File: src/rtl/pwm_pol_pkg.sv
package pwm_pol_pkg;
  localparam int unsigned POL_NCH = 8;
  typedef logic [POL_NCH-1:0] pol_vec_t;
endpackage

File: src/rtl/pwm_pol_reg.sv
module pwm_pol_reg #(
  parameter int unsigned NCH = 8
) (
  input  logic           clk,
  input  logic           rst,
  input  logic           wr,
  input  logic [NCH-1:0] wdata,
  input  logic           rd,
  input  logic           wp_dis,
  output logic [NCH-1:0] pol_q,
  output logic [NCH-1:0] rdata
);
  logic wr_ok;
  assign wr_ok = wr & wp_dis;

  always_ff @(posedge clk) begin
    if (rst) begin
      pol_q <= '0;
      rdata <= '0;
    end else begin
      if (wr_ok) pol_q <= wdata;
      if (rd) rdata <= pol_q;
    end
  end


  wp_write_chk: assert property (@(posedge clk) disable iff (rst)
    (wr && wp_dis) |=> (pol_q == $past(wdata)));

  wp_block_chk: assert property (@(posedge clk) disable iff (rst)
    (wr && !wp_dis) |=> $stable(pol_q));

  rd_data_chk: assert property (@(posedge clk) disable iff (rst)
    rd |=> (rdata == $past(pol_q)));

  rd_hold_chk: assert property (@(posedge clk) disable iff (rst)
    !rd |=> $stable(rdata));
endmodule

File: src/rtl/pwm_pol_fault_gate.sv
module pwm_pol_fault_gate (
  input  logic fault_ctl_en,
  input  logic fault_det,
  output logic force_safe
);
  assign force_safe = fault_ctl_en & fault_det;
endmodule

File: src/rtl/pwm_pol_chan.sv
module pwm_pol_chan (
  input  logic raw,
  input  logic pol,
  input  logic force_safe,
  output logic pin
);
  always_comb begin
    if (force_safe) pin = pol;
    else            pin = raw ^ pol;
  end
endmodule

File: src/rtl/pwm_pol_stage.sv
module pwm_pol_stage
  import pwm_pol_pkg::*;
#(
  parameter int unsigned NCH = POL_NCH
) (
  input  logic           clk,
  input  logic           rst,
  input  logic           reg_wr,
  input  logic [NCH-1:0] reg_wdata,
  input  logic           reg_rd,
  output logic [NCH-1:0] reg_rdata,
  input  logic           wp_dis,
  input  logic           fault_ctl_en,
  input  logic           fault_det,
  input  logic [NCH-1:0] pwm_raw,
  output logic [NCH-1:0] pwm_pin
);
  logic [NCH-1:0] pol_q;
  logic           force_safe;

  pwm_pol_reg #(.NCH(NCH)) u_reg (
    .clk    (clk),
    .rst    (rst),
    .wr     (reg_wr),
    .wdata  (reg_wdata),
    .rd     (reg_rd),
    .wp_dis (wp_dis),
    .pol_q  (pol_q),
    .rdata  (reg_rdata)
  );

  pwm_pol_fault_gate u_gate (
    .fault_ctl_en (fault_ctl_en),
    .fault_det    (fault_det),
    .force_safe   (force_safe)
  );

  for (genvar n = 0; n < NCH; n++) begin : g_chan
    pwm_pol_chan u_chan (
      .raw        (pwm_raw[n]),
      .pol        (pol_q[n]),
      .force_safe (force_safe),
      .pin        (pwm_pin[n])
    );
  end


  fault_safe_chk: assert property (@(posedge clk) disable iff (rst)
    (fault_ctl_en && fault_det) |-> (pwm_pin == pol_q));

  normal_path_chk: assert property (@(posedge clk) disable iff (rst)
    !(fault_ctl_en && fault_det) |-> (pwm_pin == (pwm_raw ^ pol_q)));
endmodule

File: config.mk
export PLATFORM = sky130hd
export DESIGN_NAME = pwm_pol_stage
export DESIGN_NICKNAME = d
export VERILOG_FILES = /design/src/rtl/pwm_pol_pkg.sv /design/src/rtl/pwm_pol_reg.sv /design/src/rtl/pwm_pol_fault_gate.sv /design/src/rtl/pwm_pol_chan.sv /design/src/rtl/pwm_pol_stage.sv
export SDC_FILE = /design/constraint.sdc
export NUM_CORES = 1
export LEC_CHECK = 0
export BUFFER_PORTS_ARGS = -buffer_cell sky130_fd_sc_hd__buf_4
export CORE_MARGIN = 2
export CORE_UTILIZATION = 45
export CTS_CLUSTER_SIZE = 20
export DETAILED_ROUTE_END_ITERATION = 12
export PLACE_DENSITY = 0.85
export SYNTH_ARGS = -nofsm -noshare
export SYNTH_HDL_FRONTEND = slang
export SYNTH_SLANG_ARGS = --single-unit
File: constraint.sdc
create_clock -name clk -period 1 [get_ports clk]
set_input_delay 0.2 -clock clk [delete_from_list [all_inputs] [get_ports clk]]
set_output_delay 0.2 -clock clk [all_outputs]
set_load 0.1 [all_outputs]
Word level (Yosys, flattened, before mapping)
Cells that the tools add are included.
Operators by class
  mux-type cells: 8
  multipliers: 0
  $lt $le $gt $ge: 0
  add/subtract/negate cells: 0
  reductions and logical operators: 0
  div/mod/pow operators: 0
  shift operators: 0
  bitwise gates (word level): 10
  equality and inequality tests: 0
Operators by type and width (number)
  1-bit 2-to-1 mux: 8
  1-bit XOR: 8
  1-bit bitwise AND: 2
Storage, ports and cells
  word-level logic and storage cells: 20
  bits in read-only memories: 0
  bits in latches: 0
  memories: 0
  output and inout bits: 16
  memory bits (writable): 0
  register bits after elaboration: 16

Logic depth before layout (Yosys ltp)
  word-level depth: 2
  mapped depth: 4

By module
A second synthesis with hierarchy kept.
Unflattened totals
  cells, all modules: 80
  area total of the unflattened synthesis: 900.9 µm²
By module, submodules not included
  pwm_pol_reg: instances 1, area each 654.4 µm², cells each 63
  pwm_pol_chan: instances 8, area each 30.0 µm², cells each 2
  pwm_pol_fault_gate: instances 1, area each 6.3 µm², cells each 1

Worst setup path after synthesis
No wires, ideal clock.
  path type: reg2reg
  from: reg, netlist name u_reg.rdata[0]
  to: reg u_reg.rdata[0]
  slack: -0.240 ns
  required time: 0.933 ns
  buffers on the path: 0
  cell stages (with the launch flop): 3
  period minus slack after synthesis: 1.240 ns
  arrival time: 1.173 ns
  path through: dfxtp_1 -> mux2i_1 -> nor2_1
RTL lines
  end signal, assigned: RTL line pwm_pol_reg.sv:22  | if (rd) rdata <= pol_q;
  end, declared: RTL line pwm_pol_reg.sv:11  | output logic [NCH-1:0] rdata

Worst setup path in the final report
  from: reg u_reg.pol_q[7]
  to: out pwm_pin[7]
Between the ends
  cells in the longest elaborated chain, start to end: 2
RTL lines
  start, declared: RTL line pwm_pol_reg.sv:10  | output logic [NCH-1:0] pol_q,
  start signal, assigned: RTL line pwm_pol_reg.sv:21  | if (wr_ok) pol_q <= wdata;
  1-bit XOR: RTL line pwm_pol_chan.sv:9  | else pin = raw ^ pol;
  1-bit 2-to-1 mux *: RTL line pwm_pol_chan.sv:8  | if (force_safe) pin = pol;
  end, declared: RTL line pwm_pol_stage.sv:16  | output logic [NCH-1:0] pwm_pin
Every way passes the cells marked *; elsewhere a longest branch is shown, timed or not.

==> impl_metrics.xml <==
<?xml version="1.0" encoding="UTF-8"?>
<metrics>
  <group name="sta">
    <metric name="post-route-period-util" unit="%">126.1</metric>
    <metric name="maximum_clock_frequency" unit="MHz">792.8</metric>
    <metric name="final.hold.worst_slack" unit="ns">0.1648</metric>
    <metric name="fin_worst_skew" unit="ns">0.0003108</metric>
    <metric name="rsz0062_at_grt" unit="">true</metric>
    <metric name="timing_max_transition_violations_final" unit="">0</metric>
    <metric name="setup_viol" unit="">16</metric>
    <metric name="tightestPinTransition" unit="ns">0.2451</metric>
    <metric name="post-route-worst-setup-slack" unit="ns">-0.2614</metric>
    <metric name="max-slew-margin-rel" unit="%">83.63</metric>
    <metric name="fin_tns_setup" unit="ns">-2.049</metric>
    <metric name="hold_viol_final" unit="">0</metric>
    <metric name="timing.final.crit_period" unit="ns">1.261</metric>
  </group>
  <group name="setup_path">
    <metric name="critical_path.reg2reg.endpoint" unit="">u_reg.pol_q[1]</metric>
    <metric name="worst_setup_path_end_kind" unit="">primary output</metric>
    <metric name="start_kind" unit="">register</metric>
    <metric name="worstPathMaxFanout" unit="">2</metric>
    <metric name="reg2reg_slack" unit="ns">0.06</metric>
    <metric name="worstReg2RegStart" unit="">u_reg.pol_q[1]</metric>
    <metric name="worstPathRequired" unit="ns">0.80</metric>
    <metric name="critPathKind" unit="">reg2out</metric>
    <metric name="worst-r2r-cell-count" unit="">4</metric>
    <metric name="worst-endpoint-arrival" unit="ns">1.06</metric>
  </group>
  <group name="global_route">
    <metric name="grt_residual_overflow" unit="">0</metric>
    <metric name="maximum_number_of_pins_on_one_net_before_global_route_repair" unit="">17</metric>
    <metric name="grt_antenna_before_repair" unit="">0</metric>
    <metric name="grt_first_pass_wirelength" unit="mm">2.815</metric>
    <metric name="globalRouteTotalUtil" unit="%">18.08</metric>
    <metric name="first_global_vias" unit="">651</metric>
  </group>
  <group name="yosys">
    <metric name="yosys.area.top_type" unit="">dfxtp_1</metric>
    <metric name="warnings_from_yosys" unit="">0</metric>
    <metric name="synth_area_per_cell" unit="sq um">9.708</metric>
    <metric name="net_count_after_synthesis" unit="">110</metric>
    <metric name="synth.top_cells.by_area" unit="">dfxtp_1 38%, mux2i_1 9.5%, xor2_1 8.3%</metric>
    <metric name="synth.cell_area" unit="sq um">844.6</metric>
    <metric name="synthDominantCellAreaShare" unit="%">37.93</metric>
    <metric name="postSynthRegisterBits" unit="">16</metric>
    <metric name="synth_sequential_area_ratio" unit="%">37.93</metric>
    <metric name="yosysUniqueCellTypes" unit="">15</metric>
    <metric name="syn-instance-count" unit="">87</metric>
  </group>
  <group name="clock_network">
    <metric name="cts.path.max_buffers" unit="">2</metric>
    <metric name="clock-root-buffer" unit="">clkbuf_4</metric>
    <metric name="clkSinkCount" unit="">16</metric>
    <metric name="cts_max_level" unit="">1</metric>
    <metric name="tritoncts" unit="">done</metric>
    <metric name="numCtsBuffers" unit="">3</metric>
    <metric name="cts_clock_pin_slew_for_the_worst_setup_and_hold_paths" unit="ns">0.09</metric>
    <metric name="insertion_delay" unit="ns">0.28</metric>
    <metric name="cts_hold_buffers" unit="">0</metric>
  </group>
  <group name="routing">
    <metric name="route.detailed.wl_per_inst" unit="microns">12.52</metric>
    <metric name="totalWireLength" unit="mm">1.878</metric>
    <metric name="avgViaCountPerCell" unit="">4.767</metric>
    <metric name="drt_first_iter_violations" unit="">5</metric>
    <metric name="dr_total_vias" unit="">715</metric>
    <metric name="drt_pre_antenna_iters" unit="">4</metric>
    <metric name="drc_errors_left" unit="">0</metric>
    <metric name="postRouteAntennaNets" unit="">0</metric>
  </group>
  <group name="floorplan">
    <metric name="die_area" unit="sq mm">0.002239</metric>
    <metric name="core-area" unit="sq mm">0.001745</metric>
    <metric name="initial_utilization" unit="%">48.39</metric>
    <metric name="die_x" unit="microns">47.32</metric>
    <metric name="io_pins" unit="">39</metric>
    <metric name="die_height" unit="microns">47.32</metric>
    <metric name="core.rowCount" unit="">15</metric>
  </group>
  <group name="layout">
    <metric name="antennaDiodeCount" unit="">0</metric>
    <metric name="final_layout_size_suffix_gt1_share" unit="%">64.00</metric>
    <metric name="layout-area-overhead-vs-synth" unit="%">61.63</metric>
    <metric name="stdcell_count" unit="">150</metric>
    <metric name="finish.net_count" unit="">149</metric>
  </group>
  <group name="outcome">
    <metric name="violations" unit="">setup timing</metric>
    <metric name="outcome" unit="">finished with violations</metric>
  </group>
  <group name="power_and_ir_drop">
    <metric name="power.static_leakage" unit="uW">0.0006307</metric>
    <metric name="power.total" unit="uW">1799</metric>
    <metric name="peak_vdd_ir" unit="uV">1021</metric>
    <metric name="pwr_density_cell" unit="mW/mm^2">1318</metric>
  </group>
  <group name="job">
    <metric name="timing.max_cap.violations" unit="">0</metric>
  </group>
  <group name="min_path">
    <metric name="timing.hold.worst.class" unit="">in2reg</metric>
    <metric name="hold-path-endpoint" unit="">u_reg.pol_q[4]</metric>
    <metric name="whs_path_depth" unit="">3</metric>
    <metric name="timing.hold.worst.start" unit="">reg_wdata[4]</metric>
  </group>
  <group name="placement">
    <metric name="routability_cong" unit="">0.6904</metric>
    <metric name="place.port_buffers" unit="">38</metric>
    <metric name="placed_cells_incl_taps" unit="">143</metric>
  </group>
</metrics>
cell usage in the layout (no fill, tap or decap):
cell | netlist | final
nor2_1 | 8 | 8
a21bo_2 | 6 | 6
xor2_1 | 8 | 5
clkbuf_8 | 0 | 1
a21boi_1 | 0 | 8
xor2_2 | 0 | 3
nand3_1 | 8 | 8
buf_4 | 8 | 33
a21bo_1 | 2 | 2
buf_6 | 2 | 5
dfxtp_4 | 0 | 1
mux2i_1 | 8 | 8
a21oi_2 | 2 | 2
dfxtp_2 | 0 | 15
a21oi_1 | 6 | 6
clkbuf_4 | 0 | 3
buf_12 | 0 | 11
per-layer routing:
metal	up-vias	wire, microns	track usage, %
li1	362	-	-
met1	325	802	20.56
met2	26	943	33.24
met3	2	113	1.923
met4	0	19	8.333
met5	-	0	0
sequential cells by signal (all words and copies together), names as in the netlist:
signal,cells
u_reg.pol_q,8
u_reg.rdata,8
cell usage after synthesis:
library cell / number
a21oi_1: 6
mux2i_1: 8
dfxtp_1: 16
a21oi_2: 2
buf_2: 3
a21bo_1: 2
buf_4: 8
buf_8: 1
nand3_1: 8
buf_6: 2
xor2_1: 8
clkbuf_1: 1
nor2_1: 8
a21bo_2: 6
a21boi_0: 8
what timing repair did:
item	4_1_cts	5_1_grt
endpoints found under the setup margin	16	16
gates cloned	0	0
gates resized for setup	40	10
buffers inserted	1	2
critical path: stages (launching register included):
cell and delay, ns:
dfxtp_2 0.36, xor2_1 0.18, buf_6 0.25
how the worst max path moves through the flow:
stage | start | endpoint | slack [ns] | cells past startpoint
6_report | u_reg.pol_q[7] | pwm_pin[7] | -0.26 | 2
5_1_grt | u_reg.pol_q[7] | pwm_pin[7] | -0.30 | 2
4_1_cts | u_reg.pol_q[7] | pwm_pin[7] | -0.27 | 2
3_5_place_dp | fault_ctl_en | pwm_pin[5] | -0.21 | 4
3_3_place_gp | fault_ctl_en | pwm_pin[6] | -0.17 | 4
2_1_floorplan | pwm_raw[0] | pwm_pin[0] | 0.02 | 3
through the flow:
stage,setup WS [ns],util (%),instance area [sq um]
floorplan,0.02301,-,884.6
global placement,-0.1729,63.87,1115
detailed placement,-0.2077,63.87,1115
CTS,-0.2721,74.41,1299
global route,-0.3003,78.21,1365
finish,-0.2614,78.21,1365
cells by family after synthesis:
group | count (synthesis) | synth area share [%]
xor+xnor | 8 | 8.297
simple gates | 16 | 8.297
mux | 8 | 9.482
compound gates | 24 | 22.22
buf+inv | 15 | 13.78
flops | 16 | 37.93
layout make-up:
type / instances / area, sq um
flip-flops and latches: 16 / 342.8
clock buffers: 4 / 36.28
repair buffers: 49 / 524.3
well taps: 25 / 31.28
multi-input cells: 56 / 430.4
fillers: 121 / 380.4
power by group:
part | leakage, uW | internal [uW] | switching [uW]
Clock | 0.0000210 | 221 | 199
Combinational | 0.000472 | 257 | 440
Sequential | 0.000138 | 661 | 20.1
Total | 0.000631 | 1140 | 659
Note: power is estimated with default switching activity, not from simulation.
